## src/rtl/ref_tap_pkg.sv

```systemverilog
package ref_tap_pkg;

    localparam int R_W    = 10;
    localparam int STAGES = 4;
    localparam int TAPS   = STAGES + 1;
    localparam int SEL_W  = 3;
    localparam int R_MIN  = 4;

    typedef enum logic {
        ORDER_ASC  = 1'b0,
        ORDER_DESC = 1'b1
    } tap_order_e;

    typedef struct packed {
        logic main;
        logic aux;
    } ref_pair_t;

    // code that reaches a given tap under a given ordering
    function automatic int tap_code(input int tap, input int taps, input tap_order_e ord);
        if (ord == ORDER_DESC) begin
            return taps - 1 - tap;
        end
        return tap;
    endfunction

endpackage

```

## src/rtl/rdiv_stage.sv

```systemverilog
module rdiv_stage #(
    parameter int R_W   = ref_tap_pkg::R_W,
    parameter int R_MIN = ref_tap_pkg::R_MIN
) (
    input  logic           clk,
    input  logic           rst,
    input  logic [R_W-1:0] r_req,
    output logic           tc
);
    localparam logic [R_W-1:0] R_FLOOR = R_W'(R_MIN);

    logic [R_W-1:0] cnt;
    logic [R_W-1:0] r_act;
    logic [R_W-1:0] r_next;

    assign r_next = (r_req < R_FLOOR) ? R_FLOOR : r_req;
    assign tc     = (cnt == r_act - 1'b1);

    always_ff @(posedge clk) begin
        if (rst) begin
            cnt   <= '0;
            r_act <= r_next;
        end else if (tc) begin
            cnt   <= '0;
            r_act <= r_next;
        end else begin
            cnt   <= cnt + 1'b1;
        end
    end
endmodule

```

## src/rtl/tap_chain.sv

```systemverilog
module tap_chain #(
    parameter int STAGES = ref_tap_pkg::STAGES,
    localparam int TAPS  = STAGES + 1
) (
    input  logic            clk,
    input  logic            rst,
    input  logic            tc,
    output logic [TAPS-1:0] taps
);
    logic [STAGES-1:0] q;

    always_ff @(posedge clk) begin
        if (rst) begin
            q <= '0;
        end else if (tc) begin
            q <= q + 1'b1;
        end
    end

    assign taps[0] = tc;
    for (genvar k = 1; k < TAPS; k++) begin : g_stage
        assign taps[k] = taps[k-1] & q[k-1];
    end
endmodule

```

## src/rtl/tap_mux.sv

```systemverilog
module tap_mux #(
    parameter int                     TAPS  = ref_tap_pkg::TAPS,
    parameter int                     SEL_W = ref_tap_pkg::SEL_W,
    parameter ref_tap_pkg::tap_order_e ORDER = ref_tap_pkg::ORDER_ASC
) (
    input  logic             clk,
    input  logic             rst,
    input  logic [TAPS-1:0]  taps,
    input  logic [SEL_W-1:0] sel,
    output logic             pulse
);
    logic [TAPS-1:0] hit;
    logic            pick;

    for (genvar g = 0; g < TAPS; g++) begin : g_dec
        assign hit[g] = (int'(sel) == ref_tap_pkg::tap_code(g, TAPS, ORDER));
    end

    assign pick = |(hit & taps);

    always_ff @(posedge clk) begin
        if (rst) begin
            pulse <= 1'b0;
        end else begin
            pulse <= pick;
        end
    end
endmodule

```

## src/rtl/ref_tap_divider.sv

```systemverilog
module ref_tap_divider #(
    parameter int R_W    = ref_tap_pkg::R_W,
    parameter int STAGES = ref_tap_pkg::STAGES,
    parameter int SEL_W  = ref_tap_pkg::SEL_W
) (
    input  logic             clk,
    input  logic             rst,
    input  logic [R_W-1:0]   r_div,
    input  logic [SEL_W-1:0] main_sel,
    input  logic [SEL_W-1:0] aux_sel,
    output logic             main_pulse,
    output logic             aux_pulse
);
    import ref_tap_pkg::*;

    localparam int NTAPS = STAGES + 1;

    logic             tc;
    logic [NTAPS-1:0] taps;
    ref_pair_t        outs;

    rdiv_stage #(.R_W(R_W), .R_MIN(R_MIN)) u_rdiv (
        .clk   (clk),
        .rst   (rst),
        .r_req (r_div),
        .tc    (tc)
    );

    tap_chain #(.STAGES(STAGES)) u_chain (
        .clk  (clk),
        .rst  (rst),
        .tc   (tc),
        .taps (taps)
    );

    tap_mux #(.TAPS(NTAPS), .SEL_W(SEL_W), .ORDER(ORDER_ASC)) u_main_mux (
        .clk   (clk),
        .rst   (rst),
        .taps  (taps),
        .sel   (main_sel),
        .pulse (outs.main)
    );

    tap_mux #(.TAPS(NTAPS), .SEL_W(SEL_W), .ORDER(ORDER_DESC)) u_aux_mux (
        .clk   (clk),
        .rst   (rst),
        .taps  (taps),
        .sel   (aux_sel),
        .pulse (outs.aux)
    );

    assign main_pulse = outs.main;
    assign aux_pulse  = outs.aux;
endmodule

```

## config.mk

```make
export PLATFORM = sky130hd
export DESIGN_NAME = ref_tap_divider
export DESIGN_NICKNAME = d
export VERILOG_FILES = /design/src/rtl/ref_tap_pkg.sv /design/src/rtl/rdiv_stage.sv /design/src/rtl/tap_chain.sv /design/src/rtl/tap_mux.sv /design/src/rtl/ref_tap_divider.sv
export SDC_FILE = /design/constraint.sdc
export NUM_CORES = 1
export LEC_CHECK = 0
export ABC_AREA = 1
export CAP_MARGIN = 20
export CORE_ASPECT_RATIO = 0.9
export CORE_UTILIZATION = 58
export CTS_BUF_LIST = sky130_fd_sc_hd__clkbuf_4 sky130_fd_sc_hd__clkbuf_8 sky130_fd_sc_hd__clkbuf_16
export DETAILED_ROUTE_END_ITERATION = 8
export PLACE_DENSITY = 0.9
export SLEW_MARGIN = 20
export SYNTH_ARGS = -nofsm -noshare
export SYNTH_HDL_FRONTEND = slang
export SYNTH_SLANG_ARGS = --single-unit
```

## constraint.sdc

```tcl
create_clock -name clk -period 2.93 [get_ports clk]
set_clock_uncertainty 0.05 [all_clocks]
set_input_delay 0.4395 -clock clk [delete_from_list [all_inputs] [get_ports clk]]
set_output_delay 0.4395 -clock clk [all_outputs]
set_load 0.005 [all_outputs]
```

==> results of run 1 <==
cell families (layout without fill, tap and decap cells):
family | count (synthesis) | in the layout | share of synthesized area
AND/OR/NAND/NOR | 114 | 114 | 0.348
buffers and inverters | 41 | 56 | 0.105
flip-flops | 26 | 26 | 0.405
AO/OA/AOI/OAI | 16 | 16 | 0.0596
XOR/XNOR | 10 | 10 | 0.0572
adder cells (fa/ha/maj) | 3 | 3 | 0.0245
layout make-up:
class / count / area share
inverters: 33 / 0.0699
clock inverters: 1 / 0.0169
well taps: 28 / 0.0198
clock buffers: 3 / 0.0127
multi-input cells: 143 / 0.423
repair buffers: 19 / 0.107
flip-flops and latches: 26 / 0.350
layout by cell type (no fill, tap or decap), types with 4 or more instances in the layout:
cell,n
nand2_1,51
nor2_1,31
inv_1,29
clkdlybuf4s50_1,19
dfxtp_1,16
nand3_1,11
edfxtp_1,10
a21oi_1,9
xor2_1,8
inv_2,4
o21ai_0,4
state kept, by name, summed over array words and instances, names as in the netlist:
name              flops
u_main_mux.pulse      1
u_aux_mux.pulse       1
u_rdiv.cnt           10
u_rdiv.r_act         10
u_chain.q             4
metal layers:
| metal | share of wire | global-route usage | up-vias |
|---|---|---|---|
| met2 | 0.49 | 0.375 | 25 |
| met4 | 0 | 0.0366 | 0 |
| li1 | - | - | 682 |
| met5 | 0 | 0 | - |
| met3 | 0.037 | 0.0541 | 0 |
| met1 | 0.47 | 0.231 | 575 |
power groups by stage:
stage | registers (mW) | clock network, mW | logic [mW]
final | 0.398 | 0.246 | 0.0885
after global routing | 0.400 | 0.265 | 0.102
after CTS | 0.398 | 0.252 | 0.0888
after detailed placement | 0.406 | 0 | 0.0883
after global placement | 0.405 | 0 | 0.0859
after floorplan | 0.403 | 0 | 0.0563
final timing paths:
check                                       end            start  cells past startpoint  slack, ns
worst max-delay path            u_rdiv.r_act[5]  u_rdiv.r_act[0]                     12       0.64
worst min register to register     u_chain.q[3]     u_chain.q[3]                      2       0.45
worst max register to register  u_rdiv.r_act[5]  u_rdiv.r_act[0]                     12       0.64
worst min-delay path               u_chain.q[3]     u_chain.q[3]                      2       0.45
worst max-delay path, delay by kind of cell, from the launching register on:
family                     cells  cell delay (ns)
adders and majority gates      1             0.30
buffers and inverters          2             0.11
DFF                            1             0.41
and+or+nand+nor                9             1.07
==> flow_metrics.tcl, run 1 <==
set metrics [dict create \
    status "completed" \
    async_flop_share 0 \
    hold_viol_final 0 \
    syn_to_final_growth_pct 15.7 \
    synth_area_leaders "dfxtp_1 (21%), edfxtp_1 (20%), nand2_1 (13%)" \
    p_sw_frac 0.225 \
    viasPerCell 5.07 \
    hold_ws_ns 0.445 \
    drt_iter0_markers 42 \
    first_global_vias 1178 \
    grt_pass1_wl_um 4510 \
    fin_tns_setup_ns 0 \
    power.internal_mw 0.568 \
    multiInputGateArea_um2 749 \
    insertion_delay_ns 0.33 \
    fmax_mhz 436 \
    num_antenna_cells 0 \
    relSlewSlack 0.693 \
    dpl.cell_count 249 \
    vias 1282 \
    fin_util 0.718 \
    cap_violations 0 \
    gr-total-overflow 0 \
    worstHoldPathType "register to register" \
    finalWorstSetupSlack_ns 0.636 \
    clock-sinks 26 \
    port_buffers 19 \
    num_rows 17 \
    placed_area_um2 1720 \
    pin_count 20 \
    htree_num_levels 1 \
    ys_seq_area_frac 0.405 \
    crit_top_cell "nand2_1" \
    ys_warn_count 0 \
    cp_max_fo 20 \
    critPathMaxStageDelay_ns 0.41 \
    p_clk_frac 0.336 \
    period_needed_ns 2.29 \
    synthesis.area_um2 1530 \
    dp_hpwl_um 2130 \
    clock_path_buffers 2 \
    power-per-cell-area_nw_per_um2 414 \
    clockRootBuffer "clkbuf_4" \
    die_h_um 50.8 \
    path_cells "inv_2 -> ha_1 -> inv_1 -> nand2_1 -> nand2_1 -> nor2_1 -> nand2_1 -> nor2_2 -> nand2_1 -> nor2_1 -> nand3_2 -> nand2_2" \
    setup_viol 0 \
    post_cts_buffers 0 \
    cts_inserted_buffers 3 \
    cp-start-kind "register" \
    tightest_slew_ns 0.458 \
    hold_buffers 0 \
    yosysTopAreaCell "dfxtp_1" \
    worst_setup_path_end_kind "register" \
    grt_max_degree 21 \
    syn_nets 231 \
    avgSynthCellArea_um2 7.29 \
    leakagePower_nw 0.767 \
    die_x_um 56.2 \
    drcViolationCount 0 \
    crit_arrival_ns 2.23 \
    p_seq_frac 0.543 \
    antenna_found_initial 0 \
    synth_top_area_frac 0.209 \
    syn_inst 210 \
    clk_pin_slew_ns 0.14 \
    wire_per_inst_um 10.5 \
    fin_crit_sh 0.783 \
    finalMaxSlewViolations 0 \
    detail-route-antenna-nets 0 \
    peakVddDrop_uv 335 \
    cts-resized-gates 0 \
    num-fill-cells 202 \
    synth.most_common_cell "nand2_1" \
    synthTopCellsByCount "nand2_1 (51), nor2_1 (31), inv_1 (29)" \
    cp.required_ns 2.87 \
    slowest_stage "edfxtp_1" \
    place.gp.congestion 0.866 \
    layout-drive-gt1-share 0.0978 \
    drt_pass1_iterations 4 \
    finalPower_mw 0.733 \
    stdcell_count 253 \
    synth_cell_types 28 \
    core-area_um2 2470 \
    die_area_um2 2850 \
    p_comb_frac 0.121 \
    fin_area_um2 1770 \
    cts_tree "built" \
    ys.flop_type "dfxtp_1" \
    layout.nets 247 \
    synth-seq-cells 26 \
    grt_usage 0.200 \
    initial_utilization 0.621 \
    power.net_switching_mw 0.165 \
    regArea_um2 621 \
    rsz0062_at_grt "no" \
    drt_wl_total_um 2650 \
    path_class "register to register" \
    dpl_worst_slack_ns 0.636 \
    synth_edf_count 10 \
]
(Power assumes the default switching activity.)
==> inputs of run 2 (changes only) <==
- CORE_UTILIZATION: 58 -> 54
- PLACE_DENSITY: 0.9 -> 0.85
- clock period: 2.93 -> 2.4 ns (I/O delays scaled with it)
==> run 2 against run 1 <==
  * Setup slack lost 0.33 ns
  * Die area grew 7.1%
  * Fmax up 9.3%
  * First-iteration DRC count grew 7.1%
  * Combinational power is 25% higher
  * Total power rose by 22%
  * Clock power up 23%
  * Critical endpoint is now u_rdiv.r_act[1]
  * Final area increased by 1.8%
==> flow_metrics.tcl, run 2 (synthesis gave the netlist of run 1 again) <==
set metrics [dict create \
    layout_common_cells "nand2_1 (51), nor2_1 (31), inv_1 (29)" \
    detail-route-antenna-nets 0 \
    fin_area_um2 1800 \
    setup_viol 0 \
    path_class "register to register" \
    core-area_um2 2570 \
    path_cells "inv_2 -> ha_1 -> inv_1 -> nand2_1 -> nand2_1 -> nor2_1 -> nand2_1 -> nor2_2 -> nand2_1 -> nor2_1 -> nand3_2 -> nand2_2 -> buf_12" \
    gr-total-overflow 0 \
    clockRootBuffer "clkbuf_4" \
    cp_top_family "simple AND/OR/NAND/NOR gates" \
    slowest_stage "edfxtp_1" \
    rsz0062_at_grt "no" \
    drt_pass1_iterations 8 \
    hold_path.startpoint "u_rdiv.cnt[0]" \
    syn_to_final_growth_pct 17.8 \
    peakVddDrop_uv 322 \
    grt_usage 0.202 \
    fin_util 0.701 \
    min_path_cells 1 \
    multiInputGateArea_um2 749 \
    relSlewSlack 0.813 \
    crit_arrival_ns 2.10 \
    viasPerCell 4.75 \
    drcViolationCount 0 \
    finalMaxSlewViolations 0 \
    antenna_found_initial 0 \
    reg2reg_to "u_rdiv.r_act[1]" \
    cp-start-kind "register" \
    final_common_cell "nand2_1" \
    r2r_start "u_rdiv.r_act[0]" \
    place.gp.congestion 0.841 \
    clk_pin_slew_ns 0.14 \
    port_buffers 19 \
    pin_count 20 \
    drt_iter0_markers 45 \
    reg_top3 "u_rdiv.cnt (10), u_rdiv.r_act (10), u_chain.q (4)" \
    status "completed" \
    insertion_delay_ns 0.33 \
    cp_max_fo 20 \
    layout.nets 248 \
    drt_wl_total_um 2590 \
    tightest_slew_ns 0.278 \
    initial_utilization 0.595 \
    r2r_slack_ns 0.30 \
    num-fill-cells 204 \
    die_h_um 52.5 \
    num_antenna_cells 0 \
    wire_per_inst_um 9.81 \
    hold_end "u_rdiv.cnt[0]" \
    post_cts_buffers 0 \
    die_x_um 58.1 \
    worstHoldPathType "register to register" \
    fin_crit_sh 0.874 \
    cap_violations 0 \
    rr_worst_depth 13 \
    regArea_um2 621 \
    fmax_mhz 477 \
    cts-resized-gates 0 \
    critPathMaxStageDelay_ns 0.41 \
    period_needed_ns 2.10 \
    worst_setup_path_end_kind "register" \
    first_global_vias 1137 \
    fin_tns_setup_ns 0 \
    grt_pass1_wl_um 4710 \
    cts_inserted_buffers 3 \
    clock_path_buffers 2 \
    leakagePower_nw 0.776 \
    power-per-cell-area_nw_per_um2 498 \
    cts_tree "built" \
    placed_area_um2 1750 \
    worst-path-buf-inv 3 \
    num_rows 17 \
    cp.required_ns 2.41 \
    grt_max_degree 21 \
    htree_num_levels 1 \
    dp_hpwl_um 2040 \
    clock-sinks 26 \
    vias 1255 \
    hold_buffers 0 \
    die_area_um2 3050 \
    crit_top_cell "nand2_1" \
    hold_viol_final 0 \
    layout-drive-gt1-share 0.102 \
]
[run 2: power breakdown]
part           total [mW]  internal (mW)  switching, mW
Combinational       0.111         0.0547         0.0562
Clock               0.302          0.169          0.133
Sequential          0.485          0.474         0.0116
[run 2: through the flow]
step	cells	total power, mW	setup slack, ns	hold slack (ns)
floorplan	210	0.561	0.449	0.379
global placement	260	0.604	0.362	0.395
detailed placement	260	0.606	0.324	0.405
CTS	264	0.907	0.306	0.438
global route	264	0.939	0.0686	0.469
finish	264	0.898	0.302	0.432
[run 2: per-layer routing]
layer / vias to the layer above / global-route usage / wire length [µm]
met5: - / 0 / 0
met4: 0 / 0.0238 / 18
met3: 5 / 0.0444 / 115
met2: 31 / 0.341 / 1100
met1: 533 / 0.275 / 1360
li1: 686 / - / -
[run 2: layout make-up]
class | instances | share of cell area
inverter | 33 | 0.0687
clock buffer | 3 | 0.0125
multi-input combinational | 143 | 0.415
sequential | 26 | 0.344
tap | 38 | 0.0264
timing repair buffer | 20 | 0.117
clock inverter | 1 | 0.0166
[run 2: worst max path at each step]
stage	start	end	slack, ns	cells after the start
final	u_rdiv.r_act[0]	u_rdiv.r_act[1]	0.30	13
after global routing	u_rdiv.r_act[0]	u_rdiv.r_act[0]	0.07	13
after CTS	u_rdiv.r_act[0]	u_rdiv.r_act[1]	0.31	13
after detailed placement	u_rdiv.r_act[0]	u_rdiv.r_act[1]	0.32	13
after global placement	u_rdiv.r_act[0]	u_rdiv.r_act[2]	0.36	12
after floorplan	u_rdiv.r_act[0]	u_rdiv.r_act[0]	0.45	12
==> inputs of run 3 (changes only) <==
- SYNTH_HIERARCHICAL: not set -> 1
==> run 3 against run 2 <==
  * Wire length is 9.3% higher
  * Largest power group unchanged
  * Global-route usage is 0.60 points lower
  * Setup slack worse by 0.17 ns
  * Critical path depth is 7 higher
  * Sequential power is 0.8% higher
  * Count of clock-buffer cells in the layout is 1 higher
  * Hold slack better by 0.025 ns
  * Die area is 0.95% higher
  * Utilization is 0.50 points lower
  * Total power is 10% lower
==> flow_metrics.tcl, run 3 <==
set metrics [dict create \
    status "completed" \
    detail-route-antenna-nets 0 \
    path_class "register to register" \
    finalWorstSetupSlack_ns 0.129 \
    setup_viol 0 \
    drt_pass1_iterations 4 \
    cp_max_fo 3 \
    cp-start-kind "register" \
    avgSynthCellArea_um2 6.84 \
    path_cells "inv_2 -> ha_4 -> xnor2_1 -> nor2_1 -> nand2_1 -> nor2_1 -> nand3_1 -> nor2_1 -> nand2_1 -> inv_2 -> nand2_4 -> nor2_4 -> nand2_2 -> inv_2 -> inv_2 -> nand2_1 -> nand3_1 -> nand2_1 -> nand2_1 -> a21oi_2" \
    port_buffers 19 \
    yosys.area_share.xor_xnor 0.0623 \
    synth_edf_count 10 \
    synth-seq-cells 26 \
    synth_cell_types 24 \
    clockRootBuffer "clkbuf_4" \
    clock_path_buffers 2 \
    fin_util 0.696 \
    stdcell_count 290 \
    gr-total-overflow 0 \
    hold_viol_final 0 \
    drt_iter0_markers 31 \
    synth.most_common_cell "nand2_1" \
    finalMaxSlewViolations 0 \
    cap_violations 0 \
    worstHoldPathType "register to register" \
    die_x_um 58.4 \
    synthesis.area_um2 1550 \
    critPathMaxStageDelay_ns 0.44 \
    synthTopCellsByCount "nand2_1 (52), inv_1 (39), nor2_1 (34)" \
    antenna_found_initial 0 \
    clock-sinks 26 \
    drt_wl_total_um 2830 \
    wire_per_inst_um 9.76 \
    ys_seq_area_frac 0.401 \
    place.gp.congestion 0.842 \
    syn_to_final_growth_pct 22.7 \
    synthSimpleGateAreaFrac 0.345 \
    die_h_um 52.8 \
    dp_hpwl_um 2290 \
    insertion_delay_ns 0.30 \
    syn_nets 247 \
    synth_compound_area_frac 0.0316 \
    core-area_um2 2730 \
    synth_adder_area_share 0.0243 \
    slowest_stage "edfxtp_1" \
    viasPerCell 4.63 \
    grt_pass1_wl_um 4560 \
    tightest_slew_ns 0.433 \
    reg_top3 "u_rdiv/cnt (10), u_rdiv/r_act (10), u_chain/q (4)" \
    hold_ws_ns 0.457 \
    drcViolationCount 0 \
    ys.flop_type "dfxtp_1" \
    synth_top_family_by_area "simple AND/OR/NAND/NOR gates" \
    power-per-cell-area_nw_per_um2 425 \
    worst-path-buf-inv 4 \
    initial_utilization 0.567 \
    worst_setup_path_end_kind "register" \
    clk_pin_slew_ns 0.12 \
    pin_count 20 \
    num_rows 18 \
    num_antenna_cells 0 \
    crit_arrival_ns 2.47 \
    async_flop_share 0 \
    htree_num_levels 1 \
    crit_top_cell "nand2_1" \
    num-fill-cells 222 \
    cts_tree "built" \
    die_area_um2 3080 \
    grt_usage 0.196 \
    synthMuxAreaShare 0 \
    cts_inserted_buffers 3 \
    fin_crit_sh 0.946 \
    final_common_cell "nand2_1" \
    dpl.cell_count 281 \
    layout.nets 272 \
    first_global_vias 1117 \
    relSlewSlack 0.709 \
    leakagePower_nw 0.866 \
    period_needed_ns 2.27 \
    cp.required_ns 2.60 \
    layout-drive-gt1-share 0.160 \
    finalPower_mw 0.806 \
    layout_common_cells "nand2_1 (50), inv_1 (34), nor2_1 (32)" \
    ys_warn_count 6 \
    dpl_worst_slack_ns 0.0625 \
    synth_area_leaders "dfxtp_1 (21%), edfxtp_1 (19%), nand2_1 (13%)" \
    cp_top_family "simple AND/OR/NAND/NOR gates" \
    vias 1344 \
    peakVddDrop_uv 261 \
    rsz0062_at_grt "yes" \
    fmax_mhz 440 \
    synth_top_area_frac 0.207 \
    syn_inst 226 \
    grt_max_degree 16 \
    yosysTopAreaCell "dfxtp_1" \
]
==> run 3: changes by cell type after synthesis, sizes merged, moves of 2 or more <==
cell / change
xor2: -2
xnor2: +3
clkinv: +2
nor2: +7
nand3: +9
nor3b: -5
inv: +9
a21oi: -5
==> run 3: cell families after synthesis <==
kind of cell             after synthesis
XOR/XNOR                              11
AND/OR/NAND/NOR                      124
adder cells (fa/ha/maj)                3
buffers and inverters                 53
AO/OA/AOI/OAI                          9
flip-flops                            26
==> run 3: final timing paths <==
check,slack (ns),startpoint,end,cells past startpoint
worst max-delay path,0.13,u_rdiv/r_act[1],u_aux_mux/pulse,20
worst min-delay path,0.46,u_rdiv/cnt[0],u_rdiv/cnt[0],1
worst max register to register,0.13,u_rdiv/r_act[1],u_aux_mux/pulse,20
worst min register to register,0.46,u_rdiv/cnt[0],u_rdiv/cnt[0],1
==> run 3: final cells by class <==
type	instances	area, µm²	share of cell area
Multi-Input combinational cell	147	753	0.397
Inverter	44	165	0.0871
Clock buffer	4	30.0	0.0158
Sequential cell	26	621	0.327
Tap cell	40	50.0	0.0264
Timing Repair Buffer	29	278	0.146
==> run 3: timing repair <==
item / CTS / global route
hold buffers: 0 / 0
gates resized for setup: 0 / 15
buffers inserted: 0 / 5
setup endpoints to repair: 0 / 2
hold endpoints to repair: 0 / 0
==> run 3: per-layer routing <==
metal  vias up  global-route usage  share of wire
li1        732                   -              -
met1       595               0.252           0.48
met2        17               0.354           0.50
met3         0              0.0321          0.024
met4         0              0.0278              0
met5         -                   0              0
==> run 3: power breakdown <==
part           total, mW  switching, mW  internal [mW]
Sequential         0.489         0.0144          0.475
Clock              0.188          0.112         0.0760
Combinational      0.128         0.0619         0.0663
==> run 3: per-stage QoR <==
stage,cell area (µm²),setup TNS [ns]
2_1_floorplan,1550,0
3_3_place_gp,1790,0
3_5_place_dp,1790,0
4_1_cts,1820,0
5_1_grt,1900,-0.149
6_report,1900,0
